--- config.mk ---
export PLATFORM = sky130hd
export DESIGN_NAME = dpot_quad_ctrl
export DESIGN_NICKNAME = d
export VERILOG_FILES = /design/src/rtl/dpot_pkg.sv /design/src/rtl/dpot_wiper.sv /design/src/rtl/dpot_nv_bank.sv /design/src/rtl/dpot_nv_timer.sv /design/src/rtl/dpot_quad_ctrl.sv
export SDC_FILE = /design/constraint.sdc
export NUM_CORES = 1
export LEC_CHECK = 0
export ABC_AREA = 1
export ABC_CLOCK_PERIOD_IN_PS = 4220
export BUFFER_PORTS_ARGS = -buffer_cell sky130_fd_sc_hd__clkbuf_2
export CAP_MARGIN = 5
export CORE_ASPECT_RATIO = 0.75
export CORE_MARGIN = 1
export CORE_UTILIZATION = 52
export CTS_BUF_LIST = sky130_fd_sc_hd__clkbuf_8
export DETAILED_ROUTE_END_ITERATION = 8
export GPL_TIMING_DRIVEN = 0
export PLACE_DENSITY_LB_ADDON = 0.05
export SLEW_MARGIN = 25
export SYNTH_ARGS = -nofsm -noshare
export SYNTH_HDL_FRONTEND = slang
export SYNTH_SLANG_ARGS = --single-unit
--- constraint.sdc ---
create_clock -name clk_i -period 4.22 [get_ports clk_i]
set_input_delay 0.211 -clock clk_i [delete_from_list [all_inputs] [get_ports clk_i]]
set_output_delay 0.211 -clock clk_i [all_outputs]
set_load 0.05 [all_outputs]
--- src/rtl/dpot_pkg.sv ---
package dpot_pkg;

  typedef enum logic [2:0] {
    OP_NOP      = 3'd0,
    OP_WR_WIPER = 3'd1,
    OP_RD_DR    = 3'd2,
    OP_WR_DR    = 3'd3,
    OP_DR2W     = 3'd4,
    OP_W2DR     = 3'd5,
    OP_INC      = 3'd6,
    OP_DEC      = 3'd7
  } dpot_op_e;

  // storage image restored at power-up
  function automatic logic [7:0] nv_default(int unsigned ch, int unsigned rg);
    return 8'((ch * 16) + rg + 1);
  endfunction

endpackage

--- src/rtl/dpot_wiper.sv ---
module dpot_wiper #(
  parameter int DW = 8
) (
  input  logic          clk_i,
  input  logic          rst_ni,
  input  logic          init_i,
  input  logic [DW-1:0] init_val_i,
  input  logic          ld_i,
  input  logic [DW-1:0] ld_val_i,
  input  logic          inc_i,
  input  logic          dec_i,
  output logic [DW-1:0] wiper_o
);

  localparam logic [DW-1:0] MAX_CODE = '1;

  logic [DW-1:0] wiper_q;

  always_ff @(posedge clk_i or negedge rst_ni) begin
    if (!rst_ni)                          wiper_q <= '0;
    else if (init_i)                      wiper_q <= init_val_i;
    else if (ld_i)                        wiper_q <= ld_val_i;
    else if (inc_i && wiper_q != MAX_CODE) wiper_q <= wiper_q + 1'b1;
    else if (dec_i && wiper_q != '0)       wiper_q <= wiper_q - 1'b1;
  end

  assign wiper_o = wiper_q;


  init_load_chk: assert property (@(posedge clk_i) disable iff (!rst_ni)
    init_i |=> wiper_o == $past(init_val_i));


  inc_sat_chk: assert property (@(posedge clk_i) disable iff (!rst_ni)
    (inc_i && !init_i && !ld_i && wiper_o == MAX_CODE) |=> wiper_o == MAX_CODE);


  dec_floor_chk: assert property (@(posedge clk_i) disable iff (!rst_ni)
    (dec_i && !init_i && !ld_i && wiper_o == '0) |=> wiper_o == '0);


  step_up_chk: assert property (@(posedge clk_i) disable iff (!rst_ni)
    (inc_i && !init_i && !ld_i && wiper_o != MAX_CODE) |=> wiper_o == $past(wiper_o) + 1'b1);

endmodule

--- src/rtl/dpot_nv_bank.sv ---
module dpot_nv_bank #(
  parameter int DW     = 8,
  parameter int NUM_DR = 4,
  parameter int CH_IDX = 0,
  localparam int RG_W  = $clog2(NUM_DR)
) (
  input  logic                 clk_i,
  input  logic                 rst_ni,
  input  logic                 commit_i,
  input  logic [RG_W-1:0]      commit_reg_i,
  input  logic [DW-1:0]        commit_data_i,
  output logic [NUM_DR*DW-1:0] dr_o
);

  logic [NUM_DR*DW-1:0] dr_q;

  for (genvar r = 0; r < NUM_DR; r++) begin : g_reg
    localparam logic [DW-1:0] INIT = DW'(dpot_pkg::nv_default(CH_IDX, r));
    always_ff @(posedge clk_i or negedge rst_ni) begin
      if (!rst_ni)                                  dr_q[r*DW +: DW] <= INIT;
      else if (commit_i && commit_reg_i == RG_W'(r)) dr_q[r*DW +: DW] <= commit_data_i;
    end
  end

  assign dr_o = dr_q;


  dr_hold_chk: assert property (@(posedge clk_i) disable iff (!rst_ni)
    !commit_i |=> $stable(dr_o));

endmodule

--- src/rtl/dpot_nv_timer.sv ---
module dpot_nv_timer #(
  parameter int DW           = 8,
  parameter int CH_W         = 2,
  parameter int RG_W         = 2,
  parameter int WRITE_CYCLES = 500_000,
  localparam int CNT_W       = $clog2(WRITE_CYCLES + 1)
) (
  input  logic            clk_i,
  input  logic            rst_ni,
  input  logic            start_i,
  input  logic [CH_W-1:0] start_ch_i,
  input  logic [RG_W-1:0] start_reg_i,
  input  logic [DW-1:0]   start_data_i,
  output logic            busy_o,
  output logic            commit_o,
  output logic [CH_W-1:0] commit_ch_o,
  output logic [RG_W-1:0] commit_reg_o,
  output logic [DW-1:0]   commit_data_o
);

  logic             busy_q;
  logic [CNT_W-1:0] cnt_q;
  logic [CH_W-1:0]  ch_q;
  logic [RG_W-1:0]  reg_q;
  logic [DW-1:0]    data_q;

  always_ff @(posedge clk_i or negedge rst_ni) begin
    if (!rst_ni) begin
      busy_q <= 1'b0;
      cnt_q  <= '0;
      ch_q   <= '0;
      reg_q  <= '0;
      data_q <= '0;
    end else if (busy_q) begin
      if (cnt_q == '0) busy_q <= 1'b0;
      else             cnt_q  <= cnt_q - 1'b1;
    end else if (start_i) begin
      busy_q <= 1'b1;
      cnt_q  <= CNT_W'(WRITE_CYCLES - 1);
      ch_q   <= start_ch_i;
      reg_q  <= start_reg_i;
      data_q <= start_data_i;
    end
  end

  assign busy_o        = busy_q;
  assign commit_o      = busy_q && (cnt_q == '0);
  assign commit_ch_o   = ch_q;
  assign commit_reg_o  = reg_q;
  assign commit_data_o = data_q;


  no_start_busy_chk: assert property (@(posedge clk_i) disable iff (!rst_ni)
    busy_o |-> !start_i);


  commit_end_chk: assert property (@(posedge clk_i) disable iff (!rst_ni)
    commit_o |=> !busy_o);

endmodule

--- src/rtl/dpot_quad_ctrl.sv ---
module dpot_quad_ctrl #(
  parameter int NUM_CH       = 4,
  parameter int NUM_DR       = 4,
  parameter int DW           = 8,
  parameter int WRITE_CYCLES = 500_000,
  localparam int CH_W        = $clog2(NUM_CH),
  localparam int RG_W        = $clog2(NUM_DR)
) (
  input  logic                 clk_i,
  input  logic                 rst_ni,
  input  logic                 cmd_valid_i,
  input  logic [2:0]           cmd_op_i,
  input  logic [CH_W-1:0]      cmd_ch_i,
  input  logic [RG_W-1:0]      cmd_reg_i,
  input  logic [DW-1:0]        cmd_data_i,
  output logic [NUM_CH*DW-1:0] wiper_o,
  output logic [DW-1:0]        rd_data_o,
  output logic                 rd_valid_o,
  output logic                 wip_o,
  output logic                 err_o
);
  import dpot_pkg::*;

  dpot_op_e        op;
  logic            init_q;
  logic            act;
  logic            nv_wr, nv_start, nv_reject;
  logic            busy, commit;
  logic [CH_W-1:0] commit_ch;
  logic [RG_W-1:0] commit_reg;
  logic [DW-1:0]   commit_data;
  logic [DW-1:0]   sel_dr, sel_wiper, start_data;
  logic [DW-1:0]   rd_data_q;
  logic            rd_valid_q, err_q;

  logic [NUM_DR*DW-1:0] dr_flat [NUM_CH];

  assign op        = dpot_op_e'(cmd_op_i);
  assign act       = cmd_valid_i && !init_q;
  assign nv_wr     = act && (op == OP_WR_DR || op == OP_W2DR);
  assign nv_start  = nv_wr && !busy;
  assign nv_reject = nv_wr && busy;

  assign sel_dr     = dr_flat[cmd_ch_i][cmd_reg_i*DW +: DW];
  assign sel_wiper  = wiper_o[cmd_ch_i*DW +: DW];
  assign start_data = (op == OP_W2DR) ? sel_wiper : cmd_data_i;

  // power-up reload pending for one cycle after reset
  always_ff @(posedge clk_i or negedge rst_ni) begin
    if (!rst_ni) init_q <= 1'b1;
    else         init_q <= 1'b0;
  end

  dpot_nv_timer #(
    .DW(DW), .CH_W(CH_W), .RG_W(RG_W), .WRITE_CYCLES(WRITE_CYCLES)
  ) u_timer (
    .clk_i         (clk_i),
    .rst_ni        (rst_ni),
    .start_i       (nv_start),
    .start_ch_i    (cmd_ch_i),
    .start_reg_i   (cmd_reg_i),
    .start_data_i  (start_data),
    .busy_o        (busy),
    .commit_o      (commit),
    .commit_ch_o   (commit_ch),
    .commit_reg_o  (commit_reg),
    .commit_data_o (commit_data)
  );

  for (genvar c = 0; c < NUM_CH; c++) begin : g_ch
    logic hit;
    assign hit = act && (cmd_ch_i == CH_W'(c));

    dpot_nv_bank #(.DW(DW), .NUM_DR(NUM_DR), .CH_IDX(c)) u_bank (
      .clk_i         (clk_i),
      .rst_ni        (rst_ni),
      .commit_i      (commit && (commit_ch == CH_W'(c))),
      .commit_reg_i  (commit_reg),
      .commit_data_i (commit_data),
      .dr_o          (dr_flat[c])
    );

    dpot_wiper #(.DW(DW)) u_wiper (
      .clk_i      (clk_i),
      .rst_ni     (rst_ni),
      .init_i     (init_q),
      .init_val_i (dr_flat[c][DW-1:0]),
      .ld_i       (hit && (op == OP_WR_WIPER || op == OP_DR2W)),
      .ld_val_i   ((op == OP_DR2W) ? sel_dr : cmd_data_i),
      .inc_i      (hit && op == OP_INC),
      .dec_i      (hit && op == OP_DEC),
      .wiper_o    (wiper_o[c*DW +: DW])
    );
  end

  always_ff @(posedge clk_i or negedge rst_ni) begin
    if (!rst_ni) begin
      rd_data_q  <= '0;
      rd_valid_q <= 1'b0;
      err_q      <= 1'b0;
    end else begin
      rd_valid_q <= act && (op == OP_RD_DR);
      err_q      <= nv_reject;
      if (act && op == OP_RD_DR) rd_data_q <= sel_dr;
    end
  end

  assign rd_data_o  = rd_data_q;
  assign rd_valid_o = rd_valid_q;
  assign wip_o      = busy;
  assign err_o      = err_q;


  err_cause_chk: assert property (@(posedge clk_i) disable iff (!rst_ni)
    err_o |-> $past(cmd_valid_i && wip_o && (cmd_op_i == 3'd3 || cmd_op_i == 3'd5)));


  wip_rise_chk: assert property (@(posedge clk_i) disable iff (!rst_ni)
    $rose(wip_o) |-> $past(cmd_valid_i && (cmd_op_i == 3'd3 || cmd_op_i == 3'd5)));


  rd_pulse_chk: assert property (@(posedge clk_i) disable iff (!rst_ni)
    rd_valid_o |-> $past(cmd_valid_i && cmd_op_i == 3'd2));

endmodule

== After elaboration in Yosys (flattened, before gate mapping) ==
Index checks and enable logic that the tools add are counted.
Word-level totals
  bits of input ports: 18
  flip-flop bits (word level): 203
  output and inout bits: 43
  word-level logic and storage cells: 160
Operators by class
  $add $sub $neg: 9
  eq/ne operators: 21
  reductions and logical operators: 69
  mux-type cells: 27
  $lt $le $gt $ge: 1
  shift operators: 2
  bitwise operators: 2
Operator list (number)
  $mux W8: 18
  $bmux W32 S2: 1
  $mux W32: 2
  $shiftx A32 B6 Y8: 2
  $mux W19: 3
  $logic_and A1 B1 Y1: 50
  $add A8 B1 Y8 const B: 4
  $ne A8 B8 Y1 const B: 4
  $reduce_bool A8 Y1: 4
  $sub A8 B1 Y8 const B: 4
  $logic_not A19 Y1: 1
  $sub A19 B1 Y19 const B: 1
  $reduce_bool A4 Y1: 4
  $eq A2 B2 Y1 const B: 6
  $eq A3 B3 Y1 const B: 4
  $eq A2 B1 Y1 const B: 3
  $eq A3 B2 Y1 const B: 2
  $logic_not A2 Y1: 3
  $reduce_and A2 Y1: 2
  $eq A3 B1 Y1 const B: 1
  $ge A3 B3 Y1 const B: 1
  $mux W1: 3
  $not A2 Y3: 1
  $logic_not A1 Y1: 2
  4 further kinds: 5

== Longest topological paths before layout ==
Gate-level depths: netlist of run 1.
  depth in word-level cells: 9
  depth in mapped cells: 18
  gate-level depth less buffers: 17

== Modules after synthesis ==
From an unflattened synthesis of run 1, not the netlist that was laid out.
Unflattened totals
  cell total of the unflattened synthesis: 1834
  area, all modules: 13400.4 um^2
By module, submodules not included
  dpot_wiper: area each 887.1 um^2, cells an instance 140, instances 4
  dpot_nv_bank at g_ch[1].u_bank ...: area each 1447.6 um^2, cells an instance 143, instances 2
  dpot_quad_ctrl: area each 2331.0 um^2, cells an instance 500, instances 1
  dpot_nv_timer: area each 1730.4 um^2, cells an instance 202, instances 1
  dpot_nv_bank at g_ch[3].u_bank: area each 1452.6 um^2, cells an instance 143, instances 1
  dpot_nv_bank at g_ch[0].u_bank: area each 1442.6 um^2, cells an instance 143, instances 1

== Worst setup path before layout of run 1 ==
No wires, ideal clock.
  kind: register to register
  from: reg g_ch[1].u_wiper.wiper_q[0]
  to: reg g_ch[1].u_wiper.wiper_q[5]
  setup time: 118 ps
  path buffers: 0
  setup slack: 1645 ps
  arrival: 2456 ps
  cell stages (with the launch flop): 14
  required time: 4102 ps
  period minus slack after synthesis: 2575 ps
  cell sequence: dfrtp_1 -> inv_1 -> nor3_1 -> nand2_1 -> nand3_1 -> ha_1 -> a21oi_1 -> nand2_1 -> a21boi_0 -> o21ai_0 -> a21oi_1 -> nor2_1 -> nand2_1 -> nand2_1
On the way
  word-level cells in the longest chain between the ends: 5
RTL lines
  start: declaration: line dpot_wiper.sv:17  | logic [DW-1:0] wiper_q;
  start signal: assignment: line dpot_wiper.sv:21  | else if (init_i) wiper_q <= init_val_i;
  start signal: assignment: line dpot_wiper.sv:22  | else if (ld_i) wiper_q <= ld_val_i;
  start signal: assignment: line dpot_wiper.sv:23  | else if (inc_i && wiper_q != MAX_CODE) wiper_q <= wiper_q + 1'b1;
  $sub A8 B1 Y8 / $ne A8 B8 Y1 (equally long branches): line dpot_wiper.sv:24, dpot_wiper.sv:23
  $mux W8 / $logic_and A1 B1 Y1 (equally long branches): line dpot_wiper.sv:24, dpot_wiper.sv:23
  $mux W8: line dpot_wiper.sv:23
  $mux W8: line dpot_wiper.sv:22
  $mux W8: line dpot_wiper.sv:21
Parallel ways exist; a longest one is shown, timed or not. The select of a mux whose other input is x is not followed.
A chain may end at the register's enable or synchronous reset.

== Worst setup path after layout of run 1 ==
  from: reg init_q
  to: reg g_ch[1].u_wiper.wiper_q[5]
On the way
  word-level cells in the longest chain between the ends: 8
RTL lines
  start: declaration: line dpot_quad_ctrl.sv:25  | logic init_q;
  start signal: assignment: line dpot_quad_ctrl.sv:50  | if (!rst_ni) init_q <= 1'b1;
  start signal: assignment: line dpot_quad_ctrl.sv:51  | else init_q <= 1'b0;
  $logic_not A1 Y1: line dpot_quad_ctrl.sv:39  | assign act = cmd_valid_i && !init_q;
  $logic_and A1 B1 Y1: line dpot_quad_ctrl.sv:39
  $logic_and A1 B1 Y1: line dpot_quad_ctrl.sv:72  | assign hit = act && (cmd_ch_i == CH_W'(c));
  $logic_and A1 B1 Y1: line dpot_quad_ctrl.sv:90  | .inc_i (hit && op == OP_INC),
  $logic_and A1 B1 Y1: line dpot_wiper.sv:23
  $mux W8: line dpot_wiper.sv:23
  $mux W8: line dpot_wiper.sv:22
  $mux W8: line dpot_wiper.sv:21
Parallel ways exist; a longest one is shown, timed or not.

==> flow_metrics.py, run 1 <==
metrics = {
    "die": {
        "rows": 48,
        "initial_core_util_pct": 52.9,
        "dieArea_um2": 24000,
        "die_w_um": 178,
        "coreArea_um2": 22900,
        "pin_count": 61,
        "die_y_um": 134,
    },
    "placement": {
        "preCtsSetupSlack_ps": 1350,
        "dp_cells": 1961,
        "globalplace.congestion": 0.947,
        "post-dp-hpwl_mm": 30.8,
        "portBuffers": 57,
    },
    "critical_path": {
        "cp.arrival_ps": 3420,
        "startpoint": "init_q$_DFF_PN1_",
        "end_kind": "register",
        "crit_path_end": "g_ch[1].u_wiper.wiper_o[5]$_DFFE_PN0P_",
        "reg2reg_setup_slack_ps": 1260,
        "critical_path_cell_count": 13,
        "max_stage_delay_ps": 520,
        "cp_num_buf_inv": 1,
        "critPathTopFamily": "simple AND/OR/NAND/NOR gates",
        "path_max_fanout": 10,
        "startpoint_type": "register",
        "crit_slowest_cell": "ha_1",
        "ff2ff_path_depth": 13,
        "required_ps": 4680,
        "path_class": "register to register",
        "crit_chain": "nor2_4, inv_1, nor2_2, nand3_1, ha_1, a21oi_1, nand2_1, a21boi_0, o21ai_0, a21oi_1, nor2_1, nand2_1, nand2_1",
        "r2r-start": "init_q$_DFF_PN1_",
        "cp_common_cell": "nand2_1",
        "worst_r2r_endpoint": "g_ch[1].u_wiper.wiper_o[5]$_DFFE_PN0P_",
    },
    "grt": {
        "grt_overflow_total": 0,
        "grt_pass1_vias": 10600,
        "grtUsageTotal_pct": 35.5,
        "grt_max_degree": 86,
        "grt_pass1_wl_mm": 63.0,
        "grt_antenna_before_repair": 0,
    },
    "power_and_ir_drop": {
        "power.total_uw": 5200,
        "power_density_nw_per_um2": 381,
        "ir_worst_vdd_v": 0.000229,
        "leakage_uw": 0.00646,
    },
    "clock_tree": {
        "cts_made_buffers": 36,
        "clk_pin_slew_ps": 60,
        "clock_sinks": 203,
        "h-tree-depth": 2,
        "clk_latency_ps": 580,
        "cts_tree": "yes",
        "cts-root-buf": "clkbuf_8",
        "cts.path.max_buffers": 3,
    },
    "sta": {
        "clock_skew_ps": 42.1,
        "rsz0062_at_grt": "false",
        "period_minus_slack_ps": 2960,
        "max_clock_freq_ghz": 0.338,
        "fin_crit_sh_pct": 70.1,
        "worst_slack_ps": 1260,
        "hold_viol": 0,
        "slew-limit-headroom_pct": 38.6,
        "worst_pin_slew_ps": 922,
        "maxSlewViolCount": 0,
        "setup_violations": 0,
        "fin_tns_setup_ps": 0,
    },
    "detailed_routing": {
        "drt_iter0_drc": 1430,
        "drc": 0,
        "wl_per_cell_um": 20.6,
        "dr.pass1.iters": 6,
        "antenna_left": 0,
        "viasPerCell": 5.76,
        "wl_mm": 41.8,
        "num_vias": 11700,
    },
    "synthesis": {
        "syn_area_per_cell_um2": 7.58,
        "syn-num-nets": 1653,
        "syn-cell-area_um2": 12100,
        "yosys.area.top_type": "dfrtp_1",
        "synthAdderAreaFrac_pct": 3.65,
        "muxShareOfSynthArea_pct": 0,
        "yosysTopAreaCellShare_pct": 34.2,
        "synth_top_family_by_area": "simple AND/OR/NAND/NOR gates",
        "ys.flop_type": "dfrtp_1",
        "syn_inst": 1602,
        "synthArstFlopShare_pct": 100,
        "synth_compound_area_share_pct": 12.6,
        "ys_seq_area_share_pct": 42.2,
        "synth_seq_cells": 203,
        "synth_xor_area_share_pct": 1.30,
        "ys_types": 50,
        "synth_area_leaders": "dfrtp_1, nand2_1, dfstp_2",
        "yosysWarnings": 0,
        "synthSimpleGateAreaFrac_pct": 32.8,
        "synth_edf_count": 0,
    },
    "layout": {
        "diodes": 0,
        "postLayoutCoreUtil_pct": 59.4,
        "fillerInstances": 2228,
        "final_common_cell": "nand2_1",
        "drive_gt1_share_pct": 15.5,
        "syn_to_final_growth_pct": 12.2,
        "final_cells": 2030,
        "mostFrequentLayoutCells": "nand2_1, dfrtp_1, nand3_1, inv_1, o21ai_0",
        "nets": 1753,
    },
    "flow_run": {
        "cap_violations": 0,
    },
    "status": {
        "status": "finished clean",
    },
    "worst_hold_path": {
        "hp-class": "primary input to register",
    },
}
how the worst min path moves through the flow:
stage               cells past startpoint                              endpoint                                 from
finish                                  3  u_timer.commit_data_o[1]$_DFFE_PN0P_                        cmd_data_i[1]
global route                            3  u_timer.commit_data_o[1]$_DFFE_PN0P_                        cmd_data_i[1]
CTS                                     3  u_timer.commit_data_o[4]$_DFFE_PN0P_                        cmd_data_i[4]
detailed placement                      1          u_timer.cnt_q[4]$_DFFE_PN0P_                               rst_ni
global placement                        2   g_ch[3].u_bank.dr_o[13]$_DFFE_PN1P_  g_ch[3].u_bank.dr_o[13]$_DFFE_PN1P_
floorplan                               0                       err_o$_DFF_PN0_                               rst_ni
layout make-up:
type                       count  area, um2  share of cell area (%)
clock buffer                  46        633                    4.65
inverter                     125        474                    3.48
tap                          300        375                    2.75
multi-input combinational   1212       6120                    44.9
timing repair buffer          62        379                    2.78
clock inverter                20       98.8                   0.725
buffer                        62        423                    3.10
sequential                   203       5130                    37.6
what timing repair did:
item	4_1_cts	5_1_grt
hold buffers	3	0
endpoints found under the setup margin	0	0
buffers inserted	0	0
gates resized for setup	0	0
endpoints found under the hold margin	55	0
power by group:
group / switching [uW] / internal, uW
registers: 117 / 2020
clock network: 898 / 993
logic: 837 / 336
routing by layer:
| layer | vias to the layer above | share of wire [%] | track usage (%) |
|---|---|---|---|
| met1 | 5527 | 47 | 55.0 |
| met3 | 76 | 11 | 9.44 |
| met2 | 568 | 40 | 48.1 |
| met5 | - | 0 | 0 |
| met4 | 0 | 1.9 | 9.32 |
| li1 | 5513 | - | - |
sequential cells by signal, summed over array words and instances (netlist names):
name                   count
g_ch.u_bank.dr_o         128
g_ch.u_wiper.wiper_o      32
u_timer.cnt_q             19
rd_data_o                  8
u_timer.commit_data_o      8
u_timer.commit_ch_o        2
u_timer.commit_reg_o       2
err_o                      1
init_q                     1
rd_valid_o                 1
u_timer.busy_o             1
synthesized netlist by cell type, drive strengths merged (2+ instances only):
cell and count:
o211ai 4, or2 10, dfrtp 166, nand2 554, inv 122, dfstp 37, o22ai 12, a21oi 50
o311ai 2, a31oi 10, nor2 115, clkbuf 20, xor2 14, nand3b 6, o21ai 190, nand3 146
a22oi 4, xnor2 4, ha 29, fa 4, nand4 39, buf 42, nor3 11, clkinv 3
through the flow:
stage                     instance area, um2  hold slack (ps)
final                                  13600             45.0
after detailed placement               12900              263
after global placement                 12800              459
after CTS                              13600             32.4
after floorplan                        12100            -84.6
after global routing                   13600             54.6
worst min-delay path: stages:
cell and delay, ps:
clkbuf_2 130, o21ai_0 130, o21ai_0 90
kinds of logic after synthesis:
family | count (synthesis)
other | 1
AO/OA/AOI/OAI | 277
adder cells (fa/ha/maj) | 33
XOR/XNOR | 18
AND/OR/NAND/NOR | 883
flip-flops | 203
buffers and inverters | 187
Power figures use the tool's default switching activity.
==> inputs of run 2 (changes only) <==
--- a/config.mk
+++ b/config.mk
@@ -6,7 +6,7 @@
 export NUM_CORES = 1
 export LEC_CHECK = 0
 export ABC_AREA = 1
-export ABC_CLOCK_PERIOD_IN_PS = 4220
+export ABC_CLOCK_PERIOD_IN_PS = 2900
 export BUFFER_PORTS_ARGS = -buffer_cell sky130_fd_sc_hd__clkbuf_2
 export CAP_MARGIN = 5
 export CORE_ASPECT_RATIO = 0.75
==> constraint.sdc (replaced) <==
create_clock -name clk_i -period 2.9 [get_ports clk_i]
set_input_delay 0.145 -clock clk_i [delete_from_list [all_inputs] [get_ports clk_i]]
set_output_delay 0.145 -clock clk_i [all_outputs]
set_load 0.05 [all_outputs]
==> flow_metrics.py, run 2 (same netlist as run 1, synthesis figures left out) <==
metrics = {
    "clock_tree": {
        "clock_sinks": 203,
        "cts.path.max_buffers": 3,
        "clk_pin_slew_ps": 60,
        "h-tree-depth": 2,
        "clk_latency_ps": 580,
        "cts_tree": "yes",
        "cts_made_buffers": 36,
        "cts-root-buf": "clkbuf_8",
    },
    "power_and_ir_drop": {
        "ir_worst_vdd_v": 0.000335,
        "leakage_uw": 0.00648,
        "power.total_uw": 7560,
        "power_density_nw_per_um2": 552,
    },
    "detailed_routing": {
        "viasPerCell": 5.74,
        "drt_iter0_drc": 1603,
        "wl_per_cell_um": 20.5,
        "wl_mm": 41.7,
        "drc": 0,
        "antenna_left": 0,
        "num_vias": 11700,
        "dr.pass1.iters": 8,
    },
    "status": {
        "status": "finished clean",
    },
    "sta": {
        "clock_skew_ps": 43.0,
        "slew-limit-headroom_pct": 41.6,
        "setup_violations": 0,
        "maxSlewViolCount": 0,
        "hold_viol": 0,
        "worst_pin_slew_ps": 875,
        "fin_crit_sh_pct": 92.5,
        "fin_tns_setup_ps": 0,
        "rsz0062_at_grt": "false",
        "max_clock_freq_ghz": 0.373,
        "period_minus_slack_ps": 2680,
    },
    "critical_path": {
        "cp.arrival_ps": 3140,
        "startpoint_type": "register",
        "end_kind": "register",
        "required_ps": 3360,
        "path_class": "register to register",
        "path_max_fanout": 10,
    },
    "layout": {
        "postLayoutCoreUtil_pct": 59.7,
        "syn_to_final_growth_pct": 12.7,
        "final_common_cell": "nand2_1",
        "fin_area_um2": 13700,
        "nets": 1757,
        "mostFrequentLayoutCells": "nand2_1, dfrtp_1, nand3_1, inv_1, o21ai_0",
        "drive_gt1_share_pct": 15.7,
        "largest_register_ffs": 128,
    },
    "grt": {
        "grt_pass1_vias": 10700,
        "grtUsageTotal_pct": 35.5,
        "grt_overflow_total": 0,
        "grt_antenna_before_repair": 0,
        "grt_pass1_wl_mm": 63.0,
        "grt_max_degree": 86,
    },
    "worst_hold_path": {
        "hp-class": "primary input to register",
    },
    "placement": {
        "post-dp-hpwl_mm": 30.8,
        "globalplace.congestion": 0.947,
        "place_area_um2": 12900,
        "portBuffers": 57,
    },
    "die": {
        "die_w_um": 178,
        "pin_count": 61,
        "coreArea_um2": 22900,
        "initial_core_util_pct": 52.9,
        "rows": 48,
        "die_y_um": 134,
        "dieArea_um2": 24000,
    },
    "flow_run": {
        "cap_violations": 0,
    },
}
-- run 2: worst max-delay path, stage by stage (launching register included) --
cell	delay [ps]
dfstp_2	390
nor2_4	270
inv_1	180
nor2_2	230
nand3_4	200
ha_1	390
a21oi_1	170
nand2_1	110
a21boi_0	230
o21ai_0	110
a21oi_1	120
nor2_1	70
nand2_1	70
nand2_1	50
-- run 2: metrics by stage --
stage	hold WS (ps)	cells	worst slack (ps)
floorplan	-151	1602	325
global placement	459	1959	-2370
detailed placement	197	1961	30.9
CTS	21.9	2034	21.6
global route	54.1	2034	45.6
finish	31.8	2035	218
-- run 2: metal layers --
metal  routed length (um)  GRT usage, %  up-vias
met4                  817          9.32        0
li1                     -             -     5513
met1                19400          54.9     5547
met2                16800          48.1      546
met3                 4630          9.61       68
met5                    0             0        -
-- run 2: report_power, final --
group | switching, uW | internal, uW
Combinational | 1220 | 493
Sequential | 171 | 2940
Clock | 1300 | 1440
-- run 2: layout make-up --
type / count / area [um2]
Fill cell: 2221 / 9250
Tap cell: 300 / 375
Inverter: 125 / 474
Clock inverter: 20 / 98.8
Timing Repair Buffer: 66 / 419
Multi-Input combinational cell: 1212 / 6140
Sequential cell: 203 / 5130
Clock buffer: 46 / 633
Buffer: 62 / 423
Antenna cell: 1 / 2.50
-- run 2: path summary, 6_finish.rpt --
path,from,end,slack [ps],depth (start not counted)
max,init_q$_DFF_PN1_,g_ch[1].u_wiper.wiper_o[5]$_DFFE_PN0P_,220,13
max in group asynchronous,rst_ni,g_ch[1].u_bank.dr_o[12]$_DFFE_PN1P_,1890,3
min,cmd_data_i[7],g_ch[1].u_wiper.wiper_o[7]$_DFFE_PN0P_,30,5
min in group asynchronous,rst_ni,g_ch[3].u_bank.dr_o[18]$_DFFE_PN0P_,180,2
min reg2reg,g_ch[2].u_bank.dr_o[29]$_DFFE_PN1P_,g_ch[2].u_bank.dr_o[29]$_DFFE_PN1P_,470,2
max reg2reg,init_q$_DFF_PN1_,g_ch[1].u_wiper.wiper_o[5]$_DFFE_PN0P_,220,13
-- run 2: timing repair --
item	in CTS	in global routing
hold buffers	7	0
endpoints found under the setup margin	0	10
hold endpoints to repair	68	0
resized for setup	0	4
buffers inserted	0	0
==> inputs of run 3 (changes only) <==
--- a/config.mk
+++ b/config.mk
@@ -15,6 +15,7 @@
 export CTS_BUF_LIST = sky130_fd_sc_hd__clkbuf_8
 export DETAILED_ROUTE_END_ITERATION = 8
 export GPL_TIMING_DRIVEN = 0
+export MAX_ROUTING_LAYER = met4
 export PLACE_DENSITY_LB_ADDON = 0.05
 export SLEW_MARGIN = 25
 export SYNTH_ARGS = -nofsm -noshare
==> flow_metrics.py, run 3 (same netlist as run 1, synthesis figures left out) <==
metrics = {
    "clock_tree": {
        "cts-root-buf": "clkbuf_8",
        "clk_latency_ps": 560,
        "post_cts_buffers": 0,
        "clock_sinks": 203,
        "cts_tree": "yes",
        "cts_made_buffers": 36,
        "cts.path.max_buffers": 3,
        "clk_pin_slew_ps": 60,
        "h-tree-depth": 2,
    },
    "detailed_routing": {
        "drc": 0,
        "drt_iter0_drc": 1431,
        "wl_per_cell_um": 20.6,
        "dr.pass1.iters": 6,
        "wl_mm": 41.8,
        "antenna_left": 0,
        "num_vias": 11600,
        "viasPerCell": 5.73,
    },
    "critical_path": {
        "cp.arrival_ps": 3100,
        "startpoint_type": "register",
        "cp_num_buf_inv": 0,
        "path_class": "register to register",
        "max_stage_delay_ps": 400,
        "end_kind": "register",
        "required_ps": 3310,
        "critPathTopFamily": "simple AND/OR/NAND/NOR gates",
        "crit_chain": "nor2_4, nand2_1, nor2_1, nand2_2, ha_1, a21oi_1, nand2_1, xnor2_1, o22ai_1, nor2_1, a21oi_1",
        "crit_slowest_cell": "ha_1",
        "path_max_fanout": 10,
    },
    "placement": {
        "place_area_um2": 12900,
        "portBuffers": 57,
        "globalplace.congestion": 0.992,
        "post-dp-hpwl_mm": 30.9,
    },
    "grt": {
        "grt_pass1_wl_mm": 62.9,
        "grt_pass1_vias": 10600,
        "grtUsageTotal_pct": 36.7,
        "grt_max_degree": 84,
        "grt_overflow_total": 0,
        "grt_antenna_before_repair": 0,
    },
    "die": {
        "rows": 48,
        "die_y_um": 134,
        "pin_count": 61,
        "coreArea_um2": 22900,
        "die_w_um": 178,
        "initial_core_util_pct": 52.9,
        "dieArea_um2": 24000,
    },
    "power_and_ir_drop": {
        "pwr-share-clk_pct": 37.1,
        "swShare_pct": 35.2,
        "power_frac_seq_pct": 40.6,
        "ir_worst_vdd_v": 0.000382,
        "comb_power_share_pct": 22.3,
        "leakage_uw": 0.00649,
        "internal-power_uw": 4960,
        "power_density_nw_per_um2": 559,
        "power_switching_uw": 2700,
    },
    "sta": {
        "hold-worst-slack_ps": 21.6,
        "maxSlewViolCount": 0,
        "clock_skew_ps": 31.8,
        "worst_pin_slew_ps": 927,
        "max_clock_freq_ghz": 0.373,
        "slew-limit-headroom_pct": 38.2,
        "hold_viol": 0,
        "fin_crit_sh_pct": 92.6,
        "setup_violations": 0,
        "rsz0062_at_grt": "false",
        "period_minus_slack_ps": 2680,
    },
    "layout": {
        "syn_to_final_growth_pct": 12.8,
        "fin_area_um2": 13700,
        "largest_register_ffs": 128,
        "mostFrequentLayoutCells": "nand2_1, dfrtp_1, nand3_1, inv_1, o21ai_0",
        "final_common_cell": "nand2_1",
        "diodes": 0,
        "drive_gt1_share_pct": 15.5,
        "nets": 1755,
        "postLayoutCoreUtil_pct": 59.7,
    },
    "worst_hold_path": {
        "hp-class": "primary input to register",
    },
    "status": {
        "status": "finished clean",
    },
    "flow_run": {
        "cap_violations": 0,
    },
}
-- run 3: cell types whose count changed in the layout (fill, tap and decap cells not counted) --
cell           change
bufinv_16          +1
nor2_2             +1
inv_1              +4
dlygate4sd3_1      -2
clkinv_8           +1
diode_2            -1
inv_6              -1
nor2_1             -1
clkinv_2           -5
-- run 3: worst min-delay path, stage by stage --
cell and delay, ps:
clkbuf_2 150, o21ai_0 130, o21ai_0 100
-- run 3: timing repair --
| item | 4_1_cts | 5_1_grt |
|---|---|---|
| hold endpoints to repair | 54 | 0 |
| gates resized for setup | 1 | 4 |
| hold buffers | 5 | 0 |
| setup endpoints to repair | 1 | 9 |
-- run 3: area by class of cell --
| type | instances | area (um2) |
|---|---|---|
| fillers | 2176 | 9250 |
| multi-input cells | 1212 | 6140 |
| flip-flops and latches | 203 | 5130 |
| clock buffers | 46 | 633 |
| inverters | 125 | 474 |
| plain buffers | 62 | 423 |
| repair buffers | 64 | 399 |
| well taps | 300 | 375 |
| clock inverters | 20 | 126 |
-- run 3: metrics by stage --
step | TNS [ps] | setup slack (ps) | instances | total power [uW]
6_report | 0 | 216 | 2032 | 7660
5_1_grt | 0 | 6.30 | 2032 | 7970
4_1_cts | 0 | 154 | 2032 | 7640
3_5_place_dp | -15.5 | -15.5 | 1961 | 4830
3_3_place_gp | -424380 | -2380 | 1959 | 4800
2_1_floorplan | 0 | 325 | 1602 | 4300
-- run 3: routing by layer --
metal	share of wire [%]	track usage (%)	vias up
li1	-	-	5506
met3	11	9.61	86
met1	47	55.3	5543
met2	40	47.8	504
met5	0	-	-
met4	2.1	9.93	0
-- run 3: worst paths after layout --
kind                                                      from                                     end  slack, ps  depth (start not counted)
hold reg to reg            g_ch[3].u_bank.dr_o[13]$_DFFE_PN1P_     g_ch[3].u_bank.dr_o[13]$_DFFE_PN1P_        470                          2
min in group asynchronous                               rst_ni            u_timer.cnt_q[4]$_DFFE_PN0P_        120                          2
hold / removal                                   cmd_data_i[1]    u_timer.commit_data_o[1]$_DFFE_PN0P_         20                          3
setup reg to reg                              init_q$_DFF_PN1_  g_ch[2].u_wiper.wiper_o[4]$_DFFE_PN0P_        220                         11
setup / recovery                              init_q$_DFF_PN1_  g_ch[2].u_wiper.wiper_o[4]$_DFFE_PN0P_        220                         11
max in group asynchronous                               rst_ni      g_ch[2].u_bank.dr_o[0]$_DFFE_PN1P_       1970                          3
-- run 3: power groups by stage --
stage                     logic, uW  clock network, uW  registers (uW)
after floorplan                 846                  0            3450
after global placement         1650                  0            3150
after detailed placement       1670                  0            3150
after CTS                      1690               2850            3100
after global routing           1870               2980            3120
final                          1710               2840            3110
